===== config.mk =====
export PLATFORM = sky130hd
export DESIGN_NAME = pad_ctl_ret
export DESIGN_NICKNAME = d
export VERILOG_FILES = /design/src/rtl/pad_ctl_pkg.sv /design/src/rtl/pad_cfg_hold.sv /design/src/rtl/pad_drive_resolve.sv /design/src/rtl/pad_ctl_ret.sv
export SDC_FILE = /design/constraint.sdc
export NUM_CORES = 1
export LEC_CHECK = 0
export CAP_MARGIN = 20
export CELL_PAD_IN_SITES_DETAIL_PLACEMENT = 0
export CELL_PAD_IN_SITES_GLOBAL_PLACEMENT = 1
export CORE_ASPECT_RATIO = 1.2
export CORE_MARGIN = 2
export CORE_UTILIZATION = 38
export CTS_BUF_LIST = sky130_fd_sc_hd__clkbuf_2
export DETAILED_ROUTE_END_ITERATION = 7
export PLACE_DENSITY_LB_ADDON = 0.15
export SYNTH_ARGS = -nofsm -noshare
export SYNTH_HDL_FRONTEND = slang
export SYNTH_SLANG_ARGS = --single-unit
export TNS_END_PERCENT = 20

===== constraint.sdc =====
create_clock -name clk -period 3.76 [get_ports clk]
set_input_delay 0.564 -clock clk [delete_from_list [all_inputs] [get_ports clk]]
set_output_delay 0.564 -clock clk [all_outputs]
set_load 0.02 [all_outputs]

===== src/rtl/pad_ctl_pkg.sv =====
package pad_ctl_pkg;
    localparam int DRV_W = 2;

    typedef enum logic [1:0] {
        PAD_Z   = 2'b00,
        PAD_LO  = 2'b01,
        PAD_HI  = 2'b10,
        PAD_RSV = 2'b11
    } pad_st_e;

    typedef enum logic [1:0] {
        ST_RST  = 2'b00,
        ST_LIVE = 2'b01,
        ST_HOLD = 2'b10
    } hold_st_e;

    typedef struct packed {
        logic             od;
        logic [DRV_W-1:0] drv;
        logic             pu;
        logic             pd;
        logic             dout;
        logic             oe_n;
    } pad_cfg_t;
endpackage


===== src/rtl/pad_cfg_hold.sv =====
module pad_cfg_hold
    import pad_ctl_pkg::*;
(
    input  logic     clk,
    input  logic     rst_n,
    input  logic     ret,
    input  pad_cfg_t live,
    output pad_cfg_t eff,
    output logic     in_rst
);
    hold_st_e st, st_nx;
    pad_cfg_t held;
    logic     capture;

    always_comb begin
        st_nx = st;
        unique case (st)
            ST_RST:  st_nx = ret ? ST_HOLD : ST_LIVE;
            ST_LIVE: if (ret) st_nx = ST_HOLD;
            ST_HOLD: if (!ret) st_nx = ST_LIVE;
            default: st_nx = ST_RST;
        endcase
    end

    assign capture = ret && (st != ST_HOLD);

    always_ff @(posedge clk or negedge rst_n) begin
        if (!rst_n) begin
            st   <= ST_RST;
            held <= '{od: 1'b0, drv: '0, pu: 1'b0, pd: 1'b0, dout: 1'b0, oe_n: 1'b1};
        end else begin
            st <= st_nx;
            if (capture) held <= live;
        end
    end

    always_comb begin
        unique case (st)
            ST_HOLD: begin eff = held; in_rst = 1'b0; end
            ST_LIVE: begin eff = live; in_rst = 1'b0; end
            default: begin eff = live; in_rst = 1'b1; end
        endcase
    end

    // captured settings do not move while the hold persists
    assert_hold_stable_R6: assert property (@(posedge clk) disable iff (!rst_n)
        (st == ST_HOLD && $past(st) == ST_HOLD) |-> $stable(held));
endmodule


===== src/rtl/pad_drive_resolve.sv =====
module pad_drive_resolve
    import pad_ctl_pkg::*;
(
    input  pad_cfg_t         cfg,
    input  logic             pwr_oe,
    input  logic             block,
    output pad_st_e          pad_st,
    output logic [DRV_W-1:0] drv_eff,
    output logic [1:0]       pull_dir,
    output logic             conflict,
    output logic             rx
);
    logic drive_on;

    assign drive_on = !cfg.oe_n && pwr_oe && !block;

    always_comb begin
        if (!drive_on)     pad_st = PAD_Z;
        else if (!cfg.dout) pad_st = PAD_LO;
        else if (cfg.od)    pad_st = PAD_Z;
        else                pad_st = PAD_HI;
    end

    assign drv_eff  = (pad_st != PAD_Z) ? cfg.drv : '0;
    assign pull_dir = {cfg.pu, cfg.pd};
    assign conflict = cfg.pu && cfg.pd;

    always_comb begin
        unique case (pad_st)
            PAD_HI:  rx = 1'b1;
            PAD_LO:  rx = 1'b0;
            default: begin
                if (cfg.pu && !cfg.pd)      rx = 1'b1;
                else if (cfg.pd && !cfg.pu) rx = 1'b0;
                else                        rx = 1'bx;
            end
        endcase
    end
endmodule


===== src/rtl/pad_ctl_ret.sv =====
module pad_ctl_ret
    import pad_ctl_pkg::*;
(
    input  logic       clk,
    input  logic       rst_n,
    input  logic       core_dout,
    input  logic       core_oe_n,
    input  logic       core_od,
    input  logic [1:0] core_drv,
    input  logic       core_pu,
    input  logic       core_pd,
    input  logic       pwr_oe,
    input  logic       ret_stb,
    output logic [1:0] pad_state,
    output logic [1:0] drv_eff,
    output logic [1:0] pull_dir,
    output logic       pull_conflict,
    output logic       core_din
);
    pad_cfg_t live_cfg, eff_cfg;
    logic     in_rst;
    pad_st_e  pad_st;

    assign live_cfg = '{od: core_od, drv: core_drv, pu: core_pu, pd: core_pd,
                        dout: core_dout, oe_n: core_oe_n};

    pad_cfg_hold u_hold (
        .clk    (clk),
        .rst_n  (rst_n),
        .ret    (ret_stb),
        .live   (live_cfg),
        .eff    (eff_cfg),
        .in_rst (in_rst)
    );

    pad_drive_resolve u_res (
        .cfg      (eff_cfg),
        .pwr_oe   (pwr_oe),
        .block    (in_rst || !rst_n),
        .pad_st   (pad_st),
        .drv_eff  (drv_eff),
        .pull_dir (pull_dir),
        .conflict (pull_conflict),
        .rx       (core_din)
    );

    assign pad_state = pad_st;

    assert_drive_gated_R1: assert property (@(posedge clk) disable iff (!rst_n)
        (pad_st != PAD_Z) |-> (!eff_cfg.oe_n && pwr_oe));
    assert_no_rsv_R1: assert property (@(posedge clk) disable iff (!rst_n)
        pad_st != PAD_RSV);
    assert_od_no_high_R2: assert property (@(posedge clk) disable iff (!rst_n)
        eff_cfg.od |-> (pad_st != PAD_HI));
    assert_pwr_live_R7: assert property (@(posedge clk) disable iff (!rst_n)
        !pwr_oe |-> (pad_state == 2'b00));
    assert_pullup_rx_R10: assert property (@(posedge clk) disable iff (!rst_n)
        (pad_st == PAD_Z && pull_dir == 2'b10) |-> core_din);
endmodule


==> results.md, run 1 <==
- Nets: 98
- DRT Wirelength: 1290 um
- Total negative setup slack: 0 ns
- Max FO, Critical Path: 7
- CTS Buf Count: 3
- Placed cells: 94
- Hold Path Class: flip-flop to flip-flop
- Met2 WL: 646 um
- Clock Skew: 0.000690 ns
- Synth Cell Area: 617 um2
- Yosys top cell area share: 32.5%
- Most frequent cell after synthesis: dfrtp_1
- Slew Viols, Final: 0
- Top cells by count, synth: 8 x dfrtp_1, 7 x mux2_2
- R2R Setup Slk: 1.73 ns
- CP required: 3.20 ns
- Global-route wire length before repair: 2010 um
- PwrDens: 677 nW/um2
- Leakage: 0.358 nW
- Initial antenna violation count: 0
- Row cnt: 15
- Via count: 508
- Vias in the first global route: 497
- Int Power: 0.343 mW
- Final hold violation count: 0
- Reg clk slew, reported paths: 0.09 ns
- Tot GR Track Use: 16.2%
- Post-synth EDFFs: 0
- Uppermost routed layer: met4
- Post-Syn Nets: 75
- Final setup fails: 0
- Yosys top cell by area: dfrtp_1
- Largest net degree at the start of global routing: 10
- DR WL/cell: 13.1 um
- Critical setup path kind: flip-flop to output pin
- Mapped Cells: 59
- Final min period: 3.54 ns
- Clock Power Share: 11.1%
- Port Buffers: 18
- Post-CTS Repair Setup Buffers: 0
- Drt first pass iters: 4
- RSZ-0062 raised after global routing: no
- Share of cells above drive strength 1: 19.8%
- Final Non-Filler Cells: 98
- # H-tree levels: 1
- Placed Area: 817 um2
- # diodes: 0
- Area of the die: 1960 um2
- Comb power frac: 56.8%
- Rel. slew slack: 72.0%
- Clock Path Buffers: 2
- CTS tree: yes
- Worst slew pin tran: 0.421 ns
- Die width: 40.8 um
- Overall power: 0.567 mW
- Pre-CTS WS: 0.482 ns
- Initial core utilization: 41.6%
- WP data arrival: 2.97 ns
- Core box area: 1480 um2
- Worst setup margin: 0.225 ns
- Psw: 0.224 mW
- Sequential Power Share: 32.1%
- Share of the yosys chip area belonging to registers: 36.7%
- CTS Sinks: 9
- CP Launch Type: flip-flop
- Post-synth cell types: 24
- Met3 wire length: 63 um
- Area delta synth->final: 35.7%
- VDD IR-drop max: 0.353 mV
- Drt first-iter violations: 4
- Fmax: 283 MHz
- Sw frac: 39.5%
- Die Ht: 48.1 um
- Cell area after layout: 837 um2
- CTS Hold Buffers Added: 0
- CTS root buf: clkbuf_2
- Synth async-reset ratio: 100%
- Grt ovf: 0
- WHS: 0.516 ns
- Post-CTS sizing: 0
- Post-DRT Antenna Nets: 0
- MaxCap Viol Count: 0
- I/O pin count: 19
- Post-synthesis register bit count: 9
- Fin crit share: 94.0%
- CP endpoint kind: output pin
- Fin util: 56.5%
- DRC: 0
- Status: completed
- Synth Warn #: 0
- Synth top area cells: dfrtp_1 32%, mux2_2 13%, ha_1 10%
- Syn_area_per_cell: 10.5 um2
- WL met1: 564 um
- Synth Flop Type: dfrtp_1
- Fillcell total: 136
- HPWL Detailed: 1040 um
- Clock latency at the later pin of the worst-skew pair: 0.24 ns
- Drt via density: 5.18
- Placer Congestion: 0.740
-- sequential cells by signal (all words and copies together) (netlist names) --
name and flops:
u_hold.held 7, u_hold.st 2
-- area by class of cell --
cell class	instances	area [um2]	share of cell area [%]
Sequential cell	9	226	27.1
Timing Repair Buffer	20	195	23.3
Inverter	4	15.0	1.79
Multi-Input combinational cell	44	359	42.9
Tap cell	17	21.3	2.54
Clock buffer	4	20.0	2.39
-- power groups by stage --
stage	Combinational (mW)	Sequential, mW	Clock, mW
after floorplan	0.238	0.173	0
after global routing	0.360	0.188	0.0742
after detailed placement	0.326	0.184	0
final	0.322	0.182	0.0629
after global placement	0.320	0.183	0
after CTS	0.327	0.182	0.0673
-- critical path, cell delays in order (launching register included) --
cell and delay, ns:
dfrtp_1 0.45, inv_1 0.13, ha_1 0.37, mux2i_1 0.22, and4_1 0.26, nand2_1 0.09
ha_1 0.33, o31ai_2 0.24, clkdlybuf4s50_1 0.63
-- cells in the final DEF (no fill, tap or decap), drive strengths merged --
master	n
clkdlybuf4s50	18
dfrtp	8
mux2	8
mux2i	5
nor2	5
nand2	5
ha	5
inv	4
clkbuf	4
and2	2
nor2b	2
o21ai	2
buf	2
and4	1
a32o	1
o31ai	1
nand2b	1
a21oi	1
a32oi	1
a22oi	1
o21a	1
nand3	1
o221ai	1
dfstp	1
-- cell families (layout without fill, tap and decap cells) --
| logic type | after synthesis | count (layout) | synth area share [%] |
|---|---|---|---|
| AO/OA/AOI/OAI | 9 | 9 | 11.4 |
| adder cells (fa/ha/maj) | 5 | 5 | 10.1 |
| buffers and inverters | 6 | 28 | 5.07 |
| flip-flops | 9 | 9 | 36.7 |
| multiplexers | 13 | 13 | 23.3 |
| AND/OR/NAND/NOR | 17 | 17 | 13.4 |
-- metal layers --
layer / track usage [%] / vias up
li1: - / 251
met1: 17.3 / 241
met2: 27.8 / 14
met3: 4.11 / 2
met4: 10.0 / 0
met5: 0 / -
-- path summary, 6_finish.rpt --
check	depth (start not counted)	start	end
setup / recovery	8	u_hold.st[0]	core_din
hold / removal	1	u_hold.held[4]	u_hold.held[4]
setup reg to reg	5	u_hold.st[0]	u_hold.held[6]
hold reg to reg	1	u_hold.held[4]	u_hold.held[4]
max in group asynchronous	2	rst_n	u_hold.held[0]
min in group asynchronous	2	rst_n	u_hold.held[1]
Note: power is estimated with default switching activity, not from simulation.
==> run 2: changes to the inputs <==
- CORE_ASPECT_RATIO: 1.2 -> unset
- CORE_UTILIZATION: 38 -> 41
- SYNTH_HIERARCHICAL: unset -> 1
==> run 2 against run 1 <==
Sequential share of layout area down 1.6 points. Cell area up 6.3%. Wire length down 8.5%. Highest routed layer unchanged.
==> results.md, run 2 <==
- Core box area: 1540 um2 (was 1480 um2)
- Crit path cell chain: inv_1, ha_1, mux2_2, or3b_4, or3b_1, ha_1, o32ai_1, dlygate4sd2_1 (was inv_1, ha_1, mux2i_1, and4_1, nand2_1, ha_1, o31ai_2, clkdlybuf4s50_1)
- Worst Setup SP: u_hold/st[0] (was u_hold.st[0])
- Placed cells: 91 (was 94)
- Area of the die: 2020 um2 (was 1960 um2)
- FF-to-FF path depth: 5 (unchanged)
- Reg clk slew, reported paths: 0.10 ns (was 0.09 ns)
- Critical setup path kind: flip-flop to output pin (unchanged)
- Initial antenna violation count: 0 (unchanged)
- Worst Setup EP: core_din (unchanged)
- Mapped Cells: 59 (unchanged)
- CTS Hold Buffers Added: 0 (unchanged)
- MaxCap Viol Count: 0 (unchanged)
- Row cnt: 14 (was 15)
- CP endpoint kind: output pin (unchanged)
- Final Non-Filler Cells: 95 (was 98)
- Top flop regs: u_hold/held: 7 flops, u_hold/st: 2 flops (was u_hold.held: 7 flops, u_hold.st: 2 flops)
- Fin crit share: 94.4% (was 94.0%)
- R2R Setup Slk: 2.14 ns (was 1.73 ns)
- Rel. slew slack: 81.1% (was 72.0%)
- CTS tree: yes (unchanged)
- Post-synth EDFFs: 0 (unchanged)
- # diodes: 0 (unchanged)
- Worst R2R End: u_hold/held[3] (was u_hold.held[6])
- DR WL/cell: 12.4 um (was 13.1 um)
- DRC: 0 (unchanged)
- Synth Cell Area: 688 um2 (was 617 um2)
- Post-synth cell types: 26 (was 24)
- Top cells by count, synth: 8 x dfrtp_1, 7 x mux2_2, 7 x mux2_4 (was 8 x dfrtp_1, 7 x mux2_2)
- Max FO, Critical Path: 6 (was 7)
- Drt first pass iters: 4 (unchanged)
- Initial core utilization: 44.6% (was 41.6%)
- CTS root buf: clkbuf_2 (unchanged)
- Hold Path Class: flip-flop to flip-flop (unchanged)
- HPWL Detailed: 921 um (was 1040 um)
- Yosys top cell by area: dfrtp_1 (unchanged)
- CP required: 3.20 ns (about the same)
- Die width: 45.0 um (was 40.8 um)
- WP data arrival: 2.99 ns (was 2.97 ns)
- Most flops, register: u_hold/held (was u_hold.held)
- Most frequent cell after synthesis: dfrtp_1 (unchanged)
- Placer Congestion: 0.761 (was 0.740)
- Synth top area cells: dfrtp_1 29%, mux2_4 15%, mux2_2 11% (was dfrtp_1 32%, mux2_2 13%, ha_1 10%)
- Yosys top cell area share: 29.1% (was 32.5%)
- Global-route wire length before repair: 1920 um (was 2010 um)
- Synth async-reset ratio: 100% (unchanged)
- Overall power: 0.602 mW (was 0.567 mW)
- Clock Path Buffers: 2 (unchanged)
- Share of the yosys chip area belonging to registers: 32.9% (was 36.7%)
- Vias in the first global route: 419 (was 497)
- Clock latency at the later pin of the worst-skew pair: 0.24 ns (about the same)
- Status: completed (unchanged)
- Drt via density: 5.02 (was 5.18)
- PwrDens: 676 nW/um2 (was 677 nW/um2)
- Post-synthesis register bit count: 9 (unchanged)
- Worst slew pin tran: 0.283 ns (was 0.421 ns)
- Final hold violation count: 0 (unchanged)
- Synth Warn #: 6 (was 0)
- Most frequent cells in the layout: 15 x clkdlybuf4s50_1, 8 x dfrtp_1, 7 x mux2_2, 7 x mux2_4, 5 x ha_1 (was 18 x clkdlybuf4s50_1, 8 x dfrtp_1, 7 x mux2_2)
- Die Ht: 45.0 um (was 48.1 um)
- Share of cells above drive strength 1: 30.4% (was 19.8%)
- Launching point of the worst reg2reg path: u_hold/st[0] (was u_hold.st[0])
- Leakage: 0.427 nW (was 0.358 nW)
- I/O pin count: 19 (unchanged)
- Post-DRT Antenna Nets: 0 (unchanged)
- Largest net degree at the start of global routing: 10 (unchanged)
- Grt ovf: 0 (unchanged)
- WHS: 0.517 ns (was 0.516 ns)
- Port Buffers: 18 (unchanged)
- Via count: 477 (was 508)
- Nets: 96 (was 98)
- CTS Buf Count: 3 (unchanged)
- Synth Flop Type: dfrtp_1 (unchanged)
- Clock Skew: 0.00863 ns (was 0.000690 ns)
- RSZ-0062 raised after global routing: no (unchanged)
- Syn_area_per_cell: 11.7 um2 (was 10.5 um2)
- Area delta synth->final: 29.3% (was 35.7%)
- Largest register FFs: 7 (unchanged)
- # H-tree levels: 1 (unchanged)
- VDD IR-drop max: 0.291 mV (was 0.353 mV)
- CP Launch Type: flip-flop (unchanged)
- Drt first-iter violations: 16 (was 4)
- Post-Syn Nets: 75 (unchanged)
- Commonest non-fill, non-tap cell in the layout: clkdlybuf4s50_1 (unchanged)
- Total negative setup slack: 0 ns (unchanged)
- Slew Viols, Final: 0 (unchanged)
- Slowest Stage Delay on Critical Path: 0.42 ns (was 0.63 ns)
- Hold Path Origin: u_hold/held[2] (was u_hold.held[4])
- Fmax: 282 MHz (was 283 MHz)
- Worst path slowest cell: dfrtp_1 (was clkdlybuf4s50_1)
- Tot GR Track Use: 13.7% (was 16.2%)
- DRT Wirelength: 1180 um (was 1290 um)
- CTS Sinks: 9 (unchanged)
- Final setup fails: 0 (unchanged)
- Crit path top cell by count: ha_1 (unchanged)
- Fin util: 57.7% (was 56.5%)
- Final min period: 3.55 ns (was 3.54 ns)
## run 2: layer usage
metal	track usage, %	routed length [um]	part of all wire, %	vias to the layer above
met5	0	0	0	-
met4	8.82	21	1.8	0
met3	4.80	68	5.8	2
met2	18.3	496	42	13
met1	18.6	592	50	213
li1	-	-	-	249
## run 2: cells by family (layout without fill, tap and decap cells)
kind of cell / after synthesis / count (layout) / synth area share (%)
buffers and inverters: 8 / 28 / 7.63
muxes: 15 / 15 / 28.2
AOI/OAI and AO/OA: 7 / 7 / 6.36
adders and majority gates: 5 / 5 / 9.09
and+or+nand+nor: 15 / 15 / 15.8
DFF: 9 / 9 / 32.9
## run 2: what timing repair did
action	4_1_cts	5_1_grt
gates resized for setup	1	2
buffers inserted	0	0
setup endpoints to repair	1	2
## run 2: metrics by stage
stage / setup slack [ns] / area [um2]
6_report: 0.210 / 890
5_1_grt: 0.0102 / 890
4_1_cts: 0.0973 / 885
3_5_place_dp: 0.0306 / 866
3_3_place_gp: 0.0618 / 866
2_1_floorplan: 0.465 / 688
## run 2: how the worst min path moves through the flow
stage	cells past startpoint	slack (ns)	endpoint
after floorplan	0	0.27	u_hold/held[1]
after global placement	1	0.49	u_hold/held[6]
after detailed placement	1	0.49	u_hold/held[2]
after CTS	1	0.52	u_hold/held[2]
after global routing	1	0.53	u_hold/held[4]
final	1	0.52	u_hold/held[2]
## run 2: area by class of cell
type                            instances  area, um2
Inverter                                4       15.0
Multi-Input combinational cell         42        409
Clock buffer                            4       20.0
Tap cell                               16       20.0
Timing Repair Buffer                   20        199
Fill cell                             138        652
Sequential cell                         9        226
## run 2: worst max-delay path: cells and delay by family, from the launching register on
family	cells	cell delay (ns)
fa+ha+maj	2	0.50
simple gates	2	0.75
flops	1	0.42
compound gates	1	0.21
mux	1	0.34
buf+inv	2	0.52
## run 2: power by group
part | total [mW] | switching [mW] | internal (mW)
clock network | 0.0610 | 0.0327 | 0.0283
registers | 0.183 | 0.0372 | 0.146
logic | 0.358 | 0.151 | 0.207
total | 0.602 | 0.221 | 0.380
==> run 3: changes to the inputs <==
==> constraint.sdc (replaced) <==
create_clock -name clk -period 3.76 [get_ports clk]
set_input_delay 0.564 -clock clk [delete_from_list [all_inputs] [get_ports clk]]
set_output_delay 0.564 -clock clk [all_outputs]
set_load 0.01 [all_outputs]
==> run 3 against run 2 <==
Clock power about the same. Non-clock buffer count unchanged. Global-route usage stayed put. Critical path type unchanged. Critical endpoint is now drv_eff[0]. Highest routed layer unchanged.
==> results.md, run 3 (synthesis results as in run 2) <==
- Status: completed (unchanged)
- Crit path cell chain: inv_1, ha_1, mux2_2, or3b_4, or3b_1, ha_1, nor2b_1, clkdlybuf4s50_1 (was inv_1, ha_1, mux2_2, or3b_4, or3b_1, ha_1, o32ai_1, dlygate4sd2_1)
- Worst setup margin: 0.205 ns (was 0.210 ns)
- Hold Path Origin: u_hold/held[2] (unchanged)
- CP Launch Type: flip-flop (unchanged)
- Tot GR Track Use: 13.7% (unchanged)
- Placed Area: 866 um2 (unchanged)
- Worst Setup SP: u_hold/st[0] (unchanged)
- Drt via density: 5.04 (was 5.02)
- Die Ht: 45.0 um (unchanged)
- HPWL Detailed: 921 um (unchanged)
- Area of the die: 2020 um2 (unchanged)
- Comb power frac: 58.3% (was 59.5%)
- Post-CTS sizing: 1 (unchanged)
- Nets: 96 (unchanged)
- Int Power: 0.381 mW (was 0.380 mW)
- Initial core utilization: 44.6% (unchanged)
- Cell area after layout: 885 um2 (was 890 um2)
- Leakage: 0.390 nW (was 0.427 nW)
- Final hold violation count: 0 (unchanged)
- Rel. slew slack: 81.3% (was 81.1%)
- Largest register FFs: 7 (unchanged)
- CP endpoint kind: output pin (unchanged)
- WP data arrival: 2.99 ns (about the same)
- # H-tree levels: 1 (unchanged)
- Most flops, register: u_hold/held (unchanged)
- Fillcell total: 138 (unchanged)
- Die width: 45.0 um (unchanged)
- Reg area: 226 um2 (unchanged)
- Final Non-Filler Cells: 95 (unchanged)
- CTS Buf Count: 3 (unchanged)
- Placed cells: 91 (unchanged)
- Vias in the first global route: 419 (unchanged)
- Hold Crit Depth: 1 (unchanged)
- Area delta synth->final: 28.5% (was 29.3%)
- Final setup fails: 0 (unchanged)
- Drt first pass iters: 4 (unchanged)
- Clock Path Buffers: 2 (unchanged)
- I/O pin count: 19 (unchanged)
- Port Buffers: 18 (unchanged)
- CTS tree: yes (unchanged)
- Critical setup path kind: flip-flop to output pin (unchanged)
- CP required: 3.20 ns (about the same)
- Psw: 0.203 mW (was 0.221 mW)
- Fin crit share: 94.6% (was 94.4%)
- Hold Path Class: flip-flop to flip-flop (unchanged)
- # diodes: 0 (unchanged)
- DRC: 0 (unchanged)
- Row cnt: 14 (unchanged)
- Fmax: 281 MHz (was 282 MHz)
- CTS Hold Buffers Added: 0 (unchanged)
- CTS Sinks: 9 (unchanged)
- Post-CTS Repair Setup Buffers: 0 (unchanged)
- Via count: 479 (was 477)
- Worst R2R End: u_hold/held[3] (unchanged)
- RSZ-0062 raised after global routing: no (unchanged)
- Share of cells above drive strength 1: 30.4% (unchanged)
- Top flop regs: u_hold/held: 7 flops, u_hold/st: 2 flops (unchanged)
- Worst path slowest cell: clkdlybuf4s50_1 (was dfrtp_1)
- Footprint of the multi-input gates: 409 um2 (unchanged)
- Commonest non-fill, non-tap cell in the layout: clkdlybuf4s50_1 (unchanged)
- DR WL/cell: 12.5 um (was 12.4 um)
- Clock Power Share: 10.4% (was 10.1%)
- MaxCap Viol Count: 0 (unchanged)
- Overall power: 0.584 mW (was 0.602 mW)
- Pre-CTS WS: 0.0984 ns (was 0.0306 ns)
- Most frequent cells in the layout: 17 x clkdlybuf4s50_1, 8 x dfrtp_1, 7 x mux2_2, 7 x mux2_4, 5 x ha_1 (was 15 x clkdlybuf4s50_1, 8 x dfrtp_1, 7 x mux2_2, 7 x mux2_4, 5 x ha_1)
- Clock Skew: 0.00790 ns (was 0.00863 ns)
- Largest net degree at the start of global routing: 10 (unchanged)
- Grt ovf: 0 (unchanged)
- Crit path top cell by count: ha_1 (unchanged)
- WHS Endpoint: u_hold/held[2] (unchanged)
- Post-DRT Antenna Nets: 0 (unchanged)
- Slowest Stage Delay on Critical Path: 0.55 ns (was 0.42 ns)
- Initial antenna violation count: 0 (unchanged)
- Clock latency at the later pin of the worst-skew pair: 0.24 ns (about the same)
- Critical path's top delay family: simple AND/OR/NAND/NOR gates (unchanged)
- Slew Viols, Final: 0 (unchanged)
- R2R Setup Slk: 2.14 ns (about the same)
- Max FO, Critical Path: 6 (unchanged)
- WP buf/inv: 2 (unchanged)
- Placer Congestion: 0.761 (unchanged)
- CTS root buf: clkbuf_2 (unchanged)
- Sequential Power Share: 31.3% (was 30.4%)
- VDD IR-drop max: 0.288 mV (was 0.291 mV)
- PwrDens: 660 nW/um2 (was 676 nW/um2)
- Sw frac: 34.8% (was 36.8%)
- Core box area: 1540 um2 (unchanged)
- Global-route wire length before repair: 1920 um (unchanged)
- Total negative setup slack: 0 ns (unchanged)
- FF-to-FF path depth: 5 (unchanged)
- WHS: 0.517 ns (about the same)
- Worst slew pin tran: 0.281 ns (was 0.283 ns)
- DRT Wirelength: 1180 um (about the same)
- Drt first-iter violations: 16 (unchanged)
- Launching point of the worst reg2reg path: u_hold/st[0] (unchanged)
- Fin util: 57.4% (was 57.7%)
- Reg clk slew, reported paths: 0.10 ns (about the same)
- Final min period: 3.56 ns (was 3.55 ns)
==> run 3: per-layer routing <==
layer  up-vias  share of wire (%)  GRT usage (%)
li1        248                  -              -
met1       216                 50           18.6
met2        13                 42           18.3
met3         2                5.7           4.80
met4         0                1.8           8.82
met5         -                  0              0
==> run 3: how the worst max path moves through the flow <==
stage	end	slack [ns]	cells after the start
finish	drv_eff[0]	0.20	8
global route	drv_eff[0]	0.02	8
CTS	drv_eff[0]	0.17	8
detailed placement	core_din	0.1	7
global placement	core_din	0.13	7
floorplan	core_din	0.68	8
==> run 3: area by class of cell <==
cell class | count | area share (%)
multi-input combinational | 42 | 46.3
sequential | 9 | 25.6
timing repair buffer | 20 | 21.9
clock buffer | 4 | 2.26
tap | 16 | 2.26
inverter | 4 | 1.70
==> run 3: power by group through the flow <==
stage | registers (mW) | clock network, mW | logic, mW
6_report | 0.183 | 0.0608 | 0.340
5_1_grt | 0.188 | 0.0709 | 0.378
4_1_cts | 0.181 | 0.0642 | 0.344
3_5_place_dp | 0.181 | 0 | 0.347
3_3_place_gp | 0.182 | 0 | 0.342
2_1_floorplan | 0.172 | 0 | 0.277
==> run 3: worst reg2reg max path, stage by stage (launching register included) <==
cell      delay (ns)
dfrtp_1         0.42
inv_1           0.16
ha_1            0.21
buf_4           0.18
nand2b_4        0.22
mux2_4          0.31
